--- src/rtl/ept_pkg.sv ---
package ept_pkg;
  typedef enum logic [1:0] {
    XF_CTRL = 2'd0,
    XF_ISO  = 2'd1,
    XF_BULK = 2'd2,
    XF_INTR = 2'd3
  } xfer_e;

  typedef enum logic [1:0] {
    SPD_LOW  = 2'd0,
    SPD_FULL = 2'd1,
    SPD_HIGH = 2'd2,
    SPD_HI2  = 2'd3
  } speed_e;

  function automatic logic is_high_speed(input logic [1:0] spd);
    return spd[1];
  endfunction
endpackage

--- src/rtl/ept_interval_decode.sv ---
module ept_interval_decode #(
  parameter int IVL_W   = 8,
  parameter int EXP_MAX = 16,
  parameter int CNT_W   = 16
) (
  input  logic [1:0]       xfer_type,
  input  logic [1:0]       speed,
  input  logic [IVL_W-1:0] interval,
  output logic             poll_active,
  output logic [CNT_W-1:0] poll_period,
  output logic             nak_active,
  output logic             nak_limit_en,
  output logic [CNT_W-1:0] nak_limit
);
  import ept_pkg::*;

  logic [IVL_W-1:0] exp_c;
  logic [CNT_W-1:0] pow_val;
  logic [CNT_W-1:0] lin_val;
  logic             linear;

  // Exponent value after clamping into 1..EXP_MAX
  always_comb begin
    if (interval == '0)
      exp_c = IVL_W'(1);
    else if (interval > IVL_W'(EXP_MAX))
      exp_c = IVL_W'(EXP_MAX);
    else
      exp_c = interval;
  end

  assign pow_val = CNT_W'(1) << (exp_c - IVL_W'(1));
  assign lin_val = (interval == '0) ? CNT_W'(1) : CNT_W'(interval);

  assign linear       = (xfer_type == XF_INTR) && !is_high_speed(speed);
  assign poll_active  = (xfer_type == XF_INTR) || (xfer_type == XF_ISO);
  assign poll_period  = linear ? lin_val : pow_val;
  assign nak_active   = (xfer_type == XF_BULK);
  assign nak_limit_en = nak_active && (interval >= IVL_W'(2));
  assign nak_limit    = pow_val;
endmodule

--- src/rtl/ept_poll_timer.sv ---
module ept_poll_timer #(
  parameter int CNT_W = 16
) (
  input  logic             clk,
  input  logic             rst_n,
  input  logic             run,
  input  logic             tick,
  input  logic [CNT_W-1:0] period,
  output logic             poll_due
);
  logic             started;
  logic [CNT_W-1:0] cnt;
  logic [CNT_W-1:0] per_q;
  logic             due_q;

  always_ff @(posedge clk) begin
    if (!rst_n) begin
      started <= 1'b0;
      cnt     <= '0;
      per_q   <= CNT_W'(1);
      due_q   <= 1'b0;
    end else begin
      due_q <= 1'b0;
      if (!run) begin
        started <= 1'b0;
        cnt     <= '0;
      end else if (tick) begin
        if (!started || cnt == per_q - CNT_W'(1)) begin
          due_q   <= 1'b1;
          started <= 1'b1;
          cnt     <= '0;
          per_q   <= period;
        end else begin
          cnt <= cnt + CNT_W'(1);
        end
      end
    end
  end

  assign poll_due = due_q;


  poll_after_tick_chk: assert property (@(posedge clk) disable iff (!rst_n)
    poll_due |-> $past(tick));


  poll_stop_chk: assert property (@(posedge clk) disable iff (!rst_n)
    !run |=> !poll_due);


  cnt_in_range_chk: assert property (@(posedge clk) disable iff (!rst_n)
    started |-> (cnt < per_q));
endmodule

--- src/rtl/ept_nak_timer.sv ---
module ept_nak_timer #(
  parameter int CNT_W = 16
) (
  input  logic             clk,
  input  logic             rst_n,
  input  logic             run,
  input  logic             tick,
  input  logic             nak_seen,
  input  logic             resp_ok,
  input  logic             limit_en,
  input  logic [CNT_W-1:0] limit,
  output logic             timeout
);
  logic             armed;
  logic [CNT_W-1:0] cnt;
  logic [CNT_W-1:0] lim_q;
  logic             to_q;

  always_ff @(posedge clk) begin
    if (!rst_n) begin
      armed <= 1'b0;
      cnt   <= '0;
      lim_q <= CNT_W'(1);
      to_q  <= 1'b0;
    end else if (!run || resp_ok) begin
      armed <= 1'b0;
      cnt   <= '0;
      to_q  <= 1'b0;
    end else if (!armed) begin
      if (nak_seen && limit_en) begin
        armed <= 1'b1;
        cnt   <= '0;
        lim_q <= limit;
      end
    end else if (tick && !to_q) begin
      cnt <= cnt + CNT_W'(1);
      if (cnt + CNT_W'(1) == lim_q)
        to_q <= 1'b1;
    end
  end

  assign timeout = to_q;


  nak_clear_chk: assert property (@(posedge clk) disable iff (!rst_n)
    (resp_ok || !run) |=> !timeout);


  nak_hold_chk: assert property (@(posedge clk) disable iff (!rst_n)
    (timeout && run && !resp_ok) |=> timeout);


  nak_needs_run_chk: assert property (@(posedge clk) disable iff (!rst_n)
    !armed |-> !timeout);
endmodule

--- src/rtl/ept_interval_timer.sv ---
module ept_interval_timer #(
  parameter int IVL_W   = 8,
  parameter int EXP_MAX = 16
) (
  input  logic             clk,
  input  logic             rst_n,
  input  logic             enable,
  input  logic             tick,
  input  logic [1:0]       xfer_type,
  input  logic [1:0]       speed,
  input  logic [IVL_W-1:0] interval,
  input  logic             nak_seen,
  input  logic             resp_ok,
  output logic             poll_due,
  output logic             nak_timeout
);
  localparam int CNT_W = (IVL_W > EXP_MAX) ? IVL_W : EXP_MAX;

  logic             poll_active;
  logic [CNT_W-1:0] poll_period;
  logic             nak_active;
  logic             nak_limit_en;
  logic [CNT_W-1:0] nak_limit;

  ept_interval_decode #(.IVL_W(IVL_W), .EXP_MAX(EXP_MAX), .CNT_W(CNT_W)) u_dec (
    .xfer_type    (xfer_type),
    .speed        (speed),
    .interval     (interval),
    .poll_active  (poll_active),
    .poll_period  (poll_period),
    .nak_active   (nak_active),
    .nak_limit_en (nak_limit_en),
    .nak_limit    (nak_limit)
  );

  ept_poll_timer #(.CNT_W(CNT_W)) u_poll (
    .clk      (clk),
    .rst_n    (rst_n),
    .run      (enable && poll_active),
    .tick     (tick),
    .period   (poll_period),
    .poll_due (poll_due)
  );

  ept_nak_timer #(.CNT_W(CNT_W)) u_nak (
    .clk      (clk),
    .rst_n    (rst_n),
    .run      (enable && nak_active),
    .tick     (tick),
    .nak_seen (nak_seen),
    .resp_ok  (resp_ok),
    .limit_en (nak_limit_en),
    .limit    (nak_limit),
    .timeout  (nak_timeout)
  );


  modes_exclusive_chk: assert property (@(posedge clk) disable iff (!rst_n)
    !(poll_due && nak_timeout));


  reset_quiet_chk: assert property (@(posedge clk)
    !rst_n |=> (!poll_due && !nak_timeout));
endmodule

--- config.mk ---
export PLATFORM = sky130hd
export DESIGN_NAME = ept_interval_timer
export DESIGN_NICKNAME = d
export VERILOG_FILES = /design/src/rtl/ept_pkg.sv /design/src/rtl/ept_interval_decode.sv /design/src/rtl/ept_poll_timer.sv /design/src/rtl/ept_nak_timer.sv /design/src/rtl/ept_interval_timer.sv
export SDC_FILE = /design/constraint.sdc
export NUM_CORES = 1
export LEC_CHECK = 0
export ABC_CLOCK_PERIOD_IN_PS = 6070
export CAP_MARGIN = 40
export CORE_ASPECT_RATIO = 1.4
export CORE_MARGIN = 2
export CORE_UTILIZATION = 40
export DETAILED_ROUTE_END_ITERATION = 10
export DONT_BUFFER_PORTS = 1
export SETUP_SLACK_MARGIN = 0.4
export SLEW_MARGIN = 20
export SYNTH_ARGS = -nofsm -noshare
export SYNTH_HDL_FRONTEND = slang
export SYNTH_SLANG_ARGS = --single-unit
--- constraint.sdc ---
create_clock -name clk -period 6.07 [get_ports clk]
set_input_delay 1.821 -clock clk [delete_from_list [all_inputs] [get_ports clk]]
set_output_delay 1.821 -clock clk [all_outputs]
set_load 0.1 [all_outputs]
==> results.md, run 1 <==
Synthesis:
- The mapped cell area is 0.00410 mm^2.
- The dominant register cell in the synthesized netlist is sky130_fd_sc_hd__dfxtp_1.
- Counting flops with an async set or reset pin after synthesis yields a share of 0.
- The share of synthesized area occupied by flip-flops and latches is 0.332.
- The number of flip-flops and latches in the synthesized netlist is 68.
- The per-instance average area after synthesis is 8.00 um^2.
- The post-synth net total is 533.
- In the post-synthesis netlist, the biggest area contributors are sky130_fd_sc_hd__dfxtp_1 (33%), sky130_fd_sc_hd__xnor2_1 (7.7%), sky130_fd_sc_hd__nand2_1 (5.8%), sky130_fd_sc_hd__nor2_1 (5.1%), sky130_fd_sc_hd__xor2_1 (5.1%).
- Counting flops with a built-in enable in the synthesized netlist gives 0.
- The cell taking the most area after synthesis is sky130_fd_sc_hd__dfxtp_1.
- The area share of the largest cell type after synthesis is 0.332.
- Synthesis produced a netlist whose cell count is 512.
- The total of warnings raised by yosys is 0.
- The number of library cell types mapped by synthesis is 61.

Critical path:
- The setup path with the least slack is of type input port to register.
- Tracing the worst setup path back leads to its startpoint at interval[7].
- Walking the worst path, the cells encountered are or4_1 -> or4_1 -> and4b_1 -> nand2_2 -> nor4_1 -> a21oi_1 -> nor2b_1.
- The highest cell delay on the worst timing path is 0.64 ns.
- At the worst endpoint, the required time is between 6 and 7 ns.
- The critical path capture point type is a register.
- The origin of the critical flop-to-flop path is u_poll.per_q[0]$_SDFFE_PN1P_.
- The worst setup path is launched from an input port.
- The cell repeated most along the worst path is sky130_fd_sc_hd__or4_1.
- Data arrives at the worst endpoint at approximately 4 ns.
- For this design, the slowest cell found on the critical path is sky130_fd_sc_hd__or4_1.
- Along the worst path, the maximum fanout reaches 27.
- The setup check on the worst reg-to-reg path leaves a slack of approximately 3.2 ns.

Run status:
- The flow ran to the end, and the final reports show no timing, DRC or antenna violations.

Detailed routing:
- The final wirelength is 9500 um.
- For this run, the detailed router's first-pass iteration total came to 4.
- The vias after detailed routing is approximately 3500.
- Using the TritonRoute via totals, the vias-per-cell ratio works out to 5.41.
- The average routed wire per standard cell is 14.9 um.
- The remaining number of nets flagged by the antenna check after routing is 0.
- The initial detailed-routing violation count is ~130.
- The number of design rule violations left after detail routing is 0.

GRT:
- The largest net degree at the start of global routing is 46.
- The first global-routing pass estimated 15800 um of wire.
- The number of global-route vias before repair is 3326.
- Across every metal layer, demand over resource in global routing totals 0.186.
- The total congestion overflow after global routing is 0.
- The initial antenna violation count came to 0.

Timing:
- In this run the tightest slew margin relative to its limit is 0.475.
- The number of pins with negative max-slew slack in the final report came to 0.
- Across the routed clock network, the largest skew measured is 0.00806 ns.
- The routed design could run at a clock period as short as 3.79 ns.
- The number of hold-slack violations in the final timing report was 0.
- The count of endpoints failing setup in the final report is 0.
- The transition time at the pin with the least slew margin is 0.784 ns.
- The final cycle utilization of the critical path is 0.624.
- The final sum of negative setup slack is 0 ns.
- The final-layout worst hold slack is 0.462 ns.
- The maximum clock rate is 0.264 GHz.
- Setup repair after global routing left no endpoint under its margin.

Clock network:
- The worst-case clock buffer depth is 2.
- The root buffer cell chosen for the clock tree is sky130_fd_sc_hd__clkbuf_16.
- TritonCTS built the clock tree.
- The clock transition at the register clock pins on the worst setup and hold paths after CTS is around 0.050 ns.
- The clock tree synthesis step divided the H-tree into 3 levels.
- The post-CTS repair timing setup buffer count is 0.
- The number of hold buffers added after CTS is 0.
- The insertion delay of the later-clocked pin in the worst-skew pair is around 0.34 ns.
- Counting the buffers created by CTS gives 9.
- The clock sink count is 68.
- The total of cells resized after clock tree synthesis is 0.

Placed design:
- Detailed placement ended at an HPWL of 6940 um.
- Buffers placed on the I/O ports in this run total 0.
- At the end of routability-driven placement, the weighted congestion stood at 0.837.

Power:
- The power density relative to cell area is 247 mW/mm^2.
- In this run the static leakage power is 1.53 nW.
- The maximum ir drop on the vdd rail is 0.147 mV.

Die:
- The starting density of the core is 0.411.
- The total die area is 0.0111 mm^2.
- The core box area is 0.00995 mm^2.
- The row count is 43.
- 20 I/O pins were placed.
- In this run the horizontal extent of the chip is 89.5 um.
- Measured along the y axis, the die boundary spans 124 um.

Cells and area:
- The number of fill cells in the layout is just under 1000.
- Relative to the synthesized area, the layout overhead comes to 10.1%.
- The net count of the finished layout is 519.
- The number of antenna diodes in the final layout is 0.
- In the final layout, the share of cells above drive strength 1 is 0.0676.

Flow run:
- The tool flagged a number of max-cap violations equal to 0.

Min path:
- The classification of the worst-slack hold path is register to register.
- The startpoint identified for the worst hold timing path is u_nak.lim_q[0]$_SDFFE_PN1P_.
through the flow:
stage	power [mW]	area [um^2]	utilization	instances	setup slack (ns)
finish	1.11	4510	0.453	638	2.28
global route	1.15	4510	0.453	638	2.16
CTS	1.13	4510	0.453	638	2.29
detailed placement	0.509	4160	0.418	622	1.93
global placement	0.508	4130	0.415	620	1.93
floorplan	0.508	4100	-	512	2.28
Yosys cell counts, types with 5 or more instances:
library cell,instances
sky130_fd_sc_hd__dfxtp_1,68
sky130_fd_sc_hd__xor2_1,24
sky130_fd_sc_hd__nor2_1,56
sky130_fd_sc_hd__nor4_1,10
sky130_fd_sc_hd__nand2_1,63
sky130_fd_sc_hd__or4_1,5
sky130_fd_sc_hd__xnor2_1,36
sky130_fd_sc_hd__inv_1,10
sky130_fd_sc_hd__nand3_1,24
sky130_fd_sc_hd__a31oi_1,8
sky130_fd_sc_hd__a21oi_1,30
sky130_fd_sc_hd__and3_1,10
sky130_fd_sc_hd__nand4_1,8
sky130_fd_sc_hd__o21ai_1,12
sky130_fd_sc_hd__clkbuf_1,17
sky130_fd_sc_hd__nor2b_1,16
sky130_fd_sc_hd__nor3_1,16
sky130_fd_sc_hd__mux2i_1,16
sky130_fd_sc_hd__nand3b_1,6
registers in the layout (all words and copies together) (netlist names):
signal           cells
u_nak.cnt           16
u_nak.lim_q         16
u_poll.cnt          16
u_poll.per_q        16
u_nak.armed          1
u_nak.timeout        1
u_poll.poll_due      1
u_poll.started       1
layer usage:
layer  GRT usage  wire, um  vias up
met5           0         0        -
met4       0.104       299        0
met3      0.0232       196       21
met2       0.323      4870       47
met1       0.217      4130     1617
li1            -         -     1769
layout make-up:
| type | instances | area, um^2 | area share |
|---|---|---|---|
| Multi-Input combinational cell | 407 | 2560 | 0.568 |
| Sequential cell | 68 | 1360 | 0.302 |
| Clock buffer | 12 | 256 | 0.0569 |
| Tap cell | 135 | 169 | 0.0375 |
| Clock inverter | 4 | 95.1 | 0.0211 |
| Inverter | 10 | 37.5 | 0.00832 |
| Timing Repair Buffer | 2 | 30.0 | 0.00666 |
logic make-up after synthesis:
family	after synthesis	synth area share
buffers and inverters	37	0.0425
muxes	19	0.0474
xor gates and xnor gates	60	0.128
AOI/OAI and AO/OA	81	0.132
DFF	68	0.332
and+or+nand+nor	244	0.309
adders and majority gates	3	0.00917
critical path, delay by kind of cell:
family | cells | cell delay, ns
and+or+nand+nor | 6 | 2.05
AOI/OAI and AO/OA | 1 | 0.14
worst paths after layout:
check                                 endpoint  cells after the start
setup / recovery   u_nak.lim_q[4]$_SDFFE_PN0P_                      7
hold reg to reg    u_nak.lim_q[0]$_SDFFE_PN1P_                      2
hold / removal     u_nak.lim_q[0]$_SDFFE_PN1P_                      2
setup reg to reg  u_poll.per_q[0]$_SDFFE_PN1P_                      9
layout by cell type, fill, tap and decap left out, types with 4 or more instances in the layout:
cell type	count
sky130_fd_sc_hd__xnor2_1	36
sky130_fd_sc_hd__or3_1	4
sky130_fd_sc_hd__nand2_1	63
sky130_fd_sc_hd__xor2_1	24
sky130_fd_sc_hd__o211ai_1	4
sky130_fd_sc_hd__nor2b_1	16
sky130_fd_sc_hd__nand3b_1	6
sky130_fd_sc_hd__nor4_1	10
sky130_fd_sc_hd__o21ai_1	12
sky130_fd_sc_hd__nand4_1	8
sky130_fd_sc_hd__dfxtp_1	68
sky130_fd_sc_hd__mux2i_1	16
sky130_fd_sc_hd__nor3_1	16
sky130_fd_sc_hd__nand3_1	24
sky130_fd_sc_hd__and3_1	10
sky130_fd_sc_hd__clkbuf_16	9
sky130_fd_sc_hd__nor2_1	56
sky130_fd_sc_hd__inv_1	10
sky130_fd_sc_hd__or4_1	5
sky130_fd_sc_hd__a31oi_1	8
sky130_fd_sc_hd__a21oi_1	30
sky130_fd_sc_hd__and2_1	4
report_power, final:
part / leakage [nW] / switching, mW / total [mW] / internal [mW]
combinational: 0.810 / 0.0287 / 0.0489 / 0.0202
clock: 0.173 / 0.190 / 0.613 / 0.423
sequential: 0.548 / 0.00206 / 0.450 / 0.448
No activity file was read; power rests on OpenSTA's default activity.
==> inputs of run 2 (changes only) <==
--- a/config.mk
+++ b/config.mk
@@ -5,7 +5,8 @@
 export SDC_FILE = /design/constraint.sdc
 export NUM_CORES = 1
 export LEC_CHECK = 0
-export ABC_CLOCK_PERIOD_IN_PS = 6070
+export ABC_AREA = 1
+export ABC_CLOCK_PERIOD_IN_PS = 3300
 export CAP_MARGIN = 40
 export CORE_ASPECT_RATIO = 1.4
 export CORE_MARGIN = 2
==> constraint.sdc (replaced) <==
create_clock -name clk -period 3.3 [get_ports clk]
set_input_delay 0.99 -clock clk [delete_from_list [all_inputs] [get_ports clk]]
set_output_delay 0.99 -clock clk [all_outputs]
set_load 0.1 [all_outputs]
==> results.md, run 2 <==
Min path:
- The hold-critical path depth is 2 (unchanged).
- The capture endpoint of the worst hold path is u_nak.cnt[15]$_SDFFE_PP0P_ (was u_nak.lim_q[0]$_SDFFE_PN1P_).
- The startpoint of the most critical hold path is u_nak.cnt[15]$_SDFFE_PP0P_ (was u_nak.lim_q[0]$_SDFFE_PN1P_).
- The classification of the worst-slack hold path was register to register (unchanged).

Cells and area:
- The number of inserted diodes was 0 (unchanged).
- The fraction of final layout cells sized beyond drive strength 1 was 0.0729 (was 0.0676).
- The fraction of the core area covered by cells at the end of the flow is 0.453 (about the same).
- The count of nets after finishing is 674 (was 519).
- The most common cell after layout, fill and taps aside is sky130_fd_sc_hd__nand2_1 (was sky130_fd_sc_hd__dfxtp_1).
- The post-synthesis to final-layout area growth is 10.5% (was 10.1%).
- Top library cells by usage in the layout, fill and taps aside: sky130_fd_sc_hd__nand2_1 (177), sky130_fd_sc_hd__nor2_1 (95), sky130_fd_sc_hd__dfxtp_1 (68) (was sky130_fd_sc_hd__dfxtp_1 (68), sky130_fd_sc_hd__nand2_1 (63), sky130_fd_sc_hd__nor2_1 (56)).
- The number of fill cells in the layout is 1099 (was 992).

Power:
- The power density relative to cell area is 418 mW/mm^2 (was 247 mW/mm^2).
- The power consumption came to 1.95 mW (was 1.11 mW).
- The part of the total power dissipated in combinational logic was 0.070 (was 0.044).
- The cell leakage power came to 1.89 nW (was 1.53 nW).
- The portion of total power attributed to sequential cells is 0.429 (was 0.405).
- The switching power of the nets is 0.449 mW (was 0.221 mW).
- The maximum ir drop on the vdd rail is 0.259 mV (was 0.147 mV).
- The internal power consumption is 1.50 mW (was 0.891 mW).
- The switching share of power is 0.231 (was 0.199).
- The clock network fraction of design power is 0.501 (was 0.551).

Synthesis:
- The number of flip-flops and latches in the synthesized netlist was 68 (unchanged).
- The cell taking the most area after synthesis was sky130_fd_sc_hd__dfxtp_1 (unchanged).
- The dominant cell by count in the synthesized netlist is sky130_fd_sc_hd__nand2_1 (was sky130_fd_sc_hd__dfxtp_1).
- The total of warnings raised by yosys came to 0 (unchanged).
- Top post-synthesis cells by area: sky130_fd_sc_hd__dfxtp_1 (32%), sky130_fd_sc_hd__nand2_1 (16%), sky130_fd_sc_hd__nor2_1 (8.5%), sky130_fd_sc_hd__inv_1 (5.5%), sky130_fd_sc_hd__a21oi_1 (5.2%) (was sky130_fd_sc_hd__dfxtp_1 (33%), sky130_fd_sc_hd__xnor2_1 (7.7%), sky130_fd_sc_hd__nand2_1 (5.8%), sky130_fd_sc_hd__nor2_1 (5.1%), sky130_fd_sc_hd__xor2_1 (5.1%)).
- The post-synthesis cell count came to 657 (was 512).
- The post-synth net total was 678 (was 533).
- The number of library cell types mapped by synthesis is 38 (was 61).
- The share of synthesized area occupied by flip-flops and latches came to 0.323 (was 0.332).
- The area share of the largest cell type after synthesis came to 0.323 (was 0.332).
- The per-instance average area after synthesis is 6.42 um^2 (was 8.00 um^2).
- The dominant register cell in the synthesized netlist is sky130_fd_sc_hd__dfxtp_1 (unchanged).
- The number of enable-type register cells in the synthesized netlist came to 0 (unchanged).
- The mapped cell area is 0.00422 mm^2 (was 0.00410 mm^2).
- The share of flip-flops with an asynchronous set or reset after synthesis is 0 (unchanged).
- Most used standard cells in the synthesized netlist: sky130_fd_sc_hd__nand2_1 (177), sky130_fd_sc_hd__nor2_1 (95), sky130_fd_sc_hd__dfxtp_1 (68) (was sky130_fd_sc_hd__dfxtp_1 (68), sky130_fd_sc_hd__nand2_1 (63), sky130_fd_sc_hd__nor2_1 (56)).

Clock network:
- The clock sink count is 68 (unchanged).
- The CTS tree is yes (unchanged).
- The clock root buffer is sky130_fd_sc_hd__clkbuf_16 (unchanged).
- The post-CTS repair timing setup buffer count is 0 (unchanged).
- The total of cells resized after clock tree synthesis came to 0 (unchanged).
- The TritonCTS buffer count came to 9 (unchanged).
- The clock transition at the register clock pins on the worst setup and hold paths after CTS is 0.06 ns (was 0.05 ns).
- The maximum level of the CTS H-tree is 3 (unchanged).
- The worst-case clock buffer depth is 2 (unchanged).
- The number of hold buffers added after CTS is 0 (unchanged).
- The insertion delay of the later-clocked pin in the worst-skew pair is 0.33 ns (was 0.34 ns).

GRT:
- The number of global-route vias before repair is 3794 (was 3326).
- The initial antenna violation count is 0 (unchanged).
- The largest net degree at the start of global routing came to 30 (was 46).
- The global-route wire length before repair is 17400 um (was 15800 um).
- The combined global-route utilization of all metal layers was 0.189 (was 0.186).
- The total congestion overflow after global routing came to 0 (unchanged).

Timing:
- The number of pins with negative max-slew slack in the final report is 0 (unchanged).
- The final sum of negative setup slack is 0 ns (unchanged).
- The count of endpoints failing setup in the final report is 0 (unchanged).
- The number of hold-slack violations in the final timing report is 0 (unchanged).
- Of the available clock period, the critical path in the final layout requires 0.764.
- The worst relative slew slack is 0.491 (was 0.475).
- The clock tree skew after final layout was 0.00692 ns (was 0.00806 ns).
- The transition time at the pin with the least slew margin is 0.756 ns (was 0.784 ns).
- Unrepaired setup endpoints after global routing: false (unchanged).
- Based on the critical path, the design can be clocked at up to 0.397 GHz.
- Subtracting the final worst setup slack from the clock period gives 2.52 ns.

Detailed routing:
- The final wirelength is 10400 um (was 9500 um).
- The number of design rule violations left after detail routing is 0 (unchanged).
- The remaining number of nets flagged by the antenna check after routing is 0 (unchanged).
- The initial detailed-routing violation count is 131 (was 132).
- The average routed wire per standard cell is 13.1 um (was 14.9 um).
- The detailed-route vias per instance was 5.03 (was 5.41).
- The number of iterations in the first detailed-routing pass is 4 (unchanged).
- The vias after detailed routing is 4006 (was 3454).

Critical path:
- The required time of the critical path is 3.52 ns (was 6.30 ns).
- The capturing point of the worst reg2reg path is u_poll.per_q[1]$_SDFFE_PN0P_ (was u_poll.per_q[0]$_SDFFE_PN1P_).
- The kind of start point of the critical path is a register (was input port).
- The critical path capture point type is a register (unchanged).
- The critical path class is register to register (was input port to register).
- The internal reg-to-reg setup slack was 0.78 ns (was 3.22 ns).
- The length in cells of the worst reg-to-reg path is 15 (was 9).
- The origin of the critical flop-to-flop path is u_poll.per_q[0]$_SDFFE_PN1P_ (unchanged).
- The arrival time reported for the critical path endpoint was 2.74 ns (was 4.02 ns).
- The largest fanout on the critical path is 20 (was 27).

Die:
- The total die area is 0.0114 mm^2 (was 0.0111 mm^2).
- The number of ports placed on the die boundary came to 20 (unchanged).
- The row count is 44 (was 43).
- The width of the chip is 90.8 um (was 89.5 um).
- The starting density of the core was 0.409 (was 0.411).
- The vertical die dimension was 125 um (was 124 um).
- The core box area is 0.0103 mm^2 (was 0.00995 mm^2).

Placed design:
- The number of I/O port buffers is 0 (unchanged).
- The half-perimeter wire length after placement is 8230 um (was 6940 um).
- The final weighted congestion in routability-driven placement is 0.883 (was 0.837).

Run status:
- Outcome: complete, no violations (unchanged).

Flow run:
- The number of maximum-capacitance constraint violations came to 0 (unchanged).
-- run 2: cell families after synthesis --
kind of cell             synth area share
AO/OA/AOI/OAI                      0.0944
flip-flops                          0.323
XOR/XNOR                           0.0781
buffers and inverters              0.0801
adder cells (fa/ha/maj)           0.00891
AND/OR/NAND/NOR                     0.416
-- run 2: worst max path at each step --
stage	from	end	slack, ns
after floorplan	interval[1]	u_poll.per_q[3]$_SDFFE_PN0P_	1.00
after global placement	interval[7]	u_poll.per_q[3]$_SDFFE_PN0P_	0.74
after detailed placement	interval[7]	u_poll.per_q[3]$_SDFFE_PN0P_	0.74
after CTS	u_poll.per_q[0]$_SDFFE_PN1P_	u_poll.per_q[1]$_SDFFE_PN0P_	0.72
after global routing	u_poll.per_q[0]$_SDFFE_PN1P_	u_poll.per_q[1]$_SDFFE_PN0P_	0.47
final	u_poll.per_q[0]$_SDFFE_PN1P_	u_poll.per_q[1]$_SDFFE_PN0P_	0.78
-- run 2: final cells by class --
type                    count  area [um^2]  share of cell area
well taps                 138          173              0.0371
multi-input cells         505         2520               0.540
clock buffers              12          256              0.0550
clock inverters             4         47.5              0.0102
flip-flops and latches     68         1360               0.292
repair buffers              5         65.1              0.0140
inverters                  64          240              0.0516
-- run 2: layer usage --
metal | vias to the layer above | track usage | wire length, um
met4 | 0 | 0.0833 | 299
met5 | - | 0 | 0
met3 | 19 | 0.0289 | 315
met2 | 64 | 0.374 | 5690
li1 | 2114 | - | -
met1 | 1809 | 0.190 | 4130
-- run 2: through the flow --
stage | cell area, um^2 | worst slack, ns | instances | hold slack (ns)
2_1_floorplan | 4220 | 1.00 | 657 | 0.448
3_3_place_gp | 4310 | 0.743 | 778 | 0.462
3_5_place_dp | 4360 | 0.743 | 780 | 0.472
4_1_cts | 4660 | 0.723 | 796 | 0.481
5_1_grt | 4660 | 0.466 | 796 | 0.501
6_report | 4660 | 0.779 | 796 | 0.477
-- run 2: critical path: stages, from the launching register on --
cell	delay, ns
sky130_fd_sc_hd__dfxtp_1	0.32
sky130_fd_sc_hd__inv_1	0.11
sky130_fd_sc_hd__ha_1	0.25
sky130_fd_sc_hd__nand2_2	0.11
sky130_fd_sc_hd__nor2_2	0.15
sky130_fd_sc_hd__nand2_1	0.07
sky130_fd_sc_hd__nand2_1	0.07
sky130_fd_sc_hd__nand2_1	0.05
sky130_fd_sc_hd__nand2_1	0.05
sky130_fd_sc_hd__nand3_1	0.06
sky130_fd_sc_hd__nor2_1	0.16
sky130_fd_sc_hd__nand3_2	0.16
sky130_fd_sc_hd__nand2_4	0.18
sky130_fd_sc_hd__nand3_2	0.37
sky130_fd_sc_hd__nor2_1	0.22
sky130_fd_sc_hd__nor2_1	0.06
-- run 2: power by group through the flow --
stage / clock [mW] / combinational, mW / sequential, mW
after CTS: 0.992 / 0.136 / 0.836
after detailed placement: 0 / 0.135 / 0.854
after global placement: 0 / 0.131 / 0.856
after global routing: 1.03 / 0.155 / 0.836
final: 0.975 / 0.135 / 0.836
after floorplan: 0 / 0.115 / 0.854
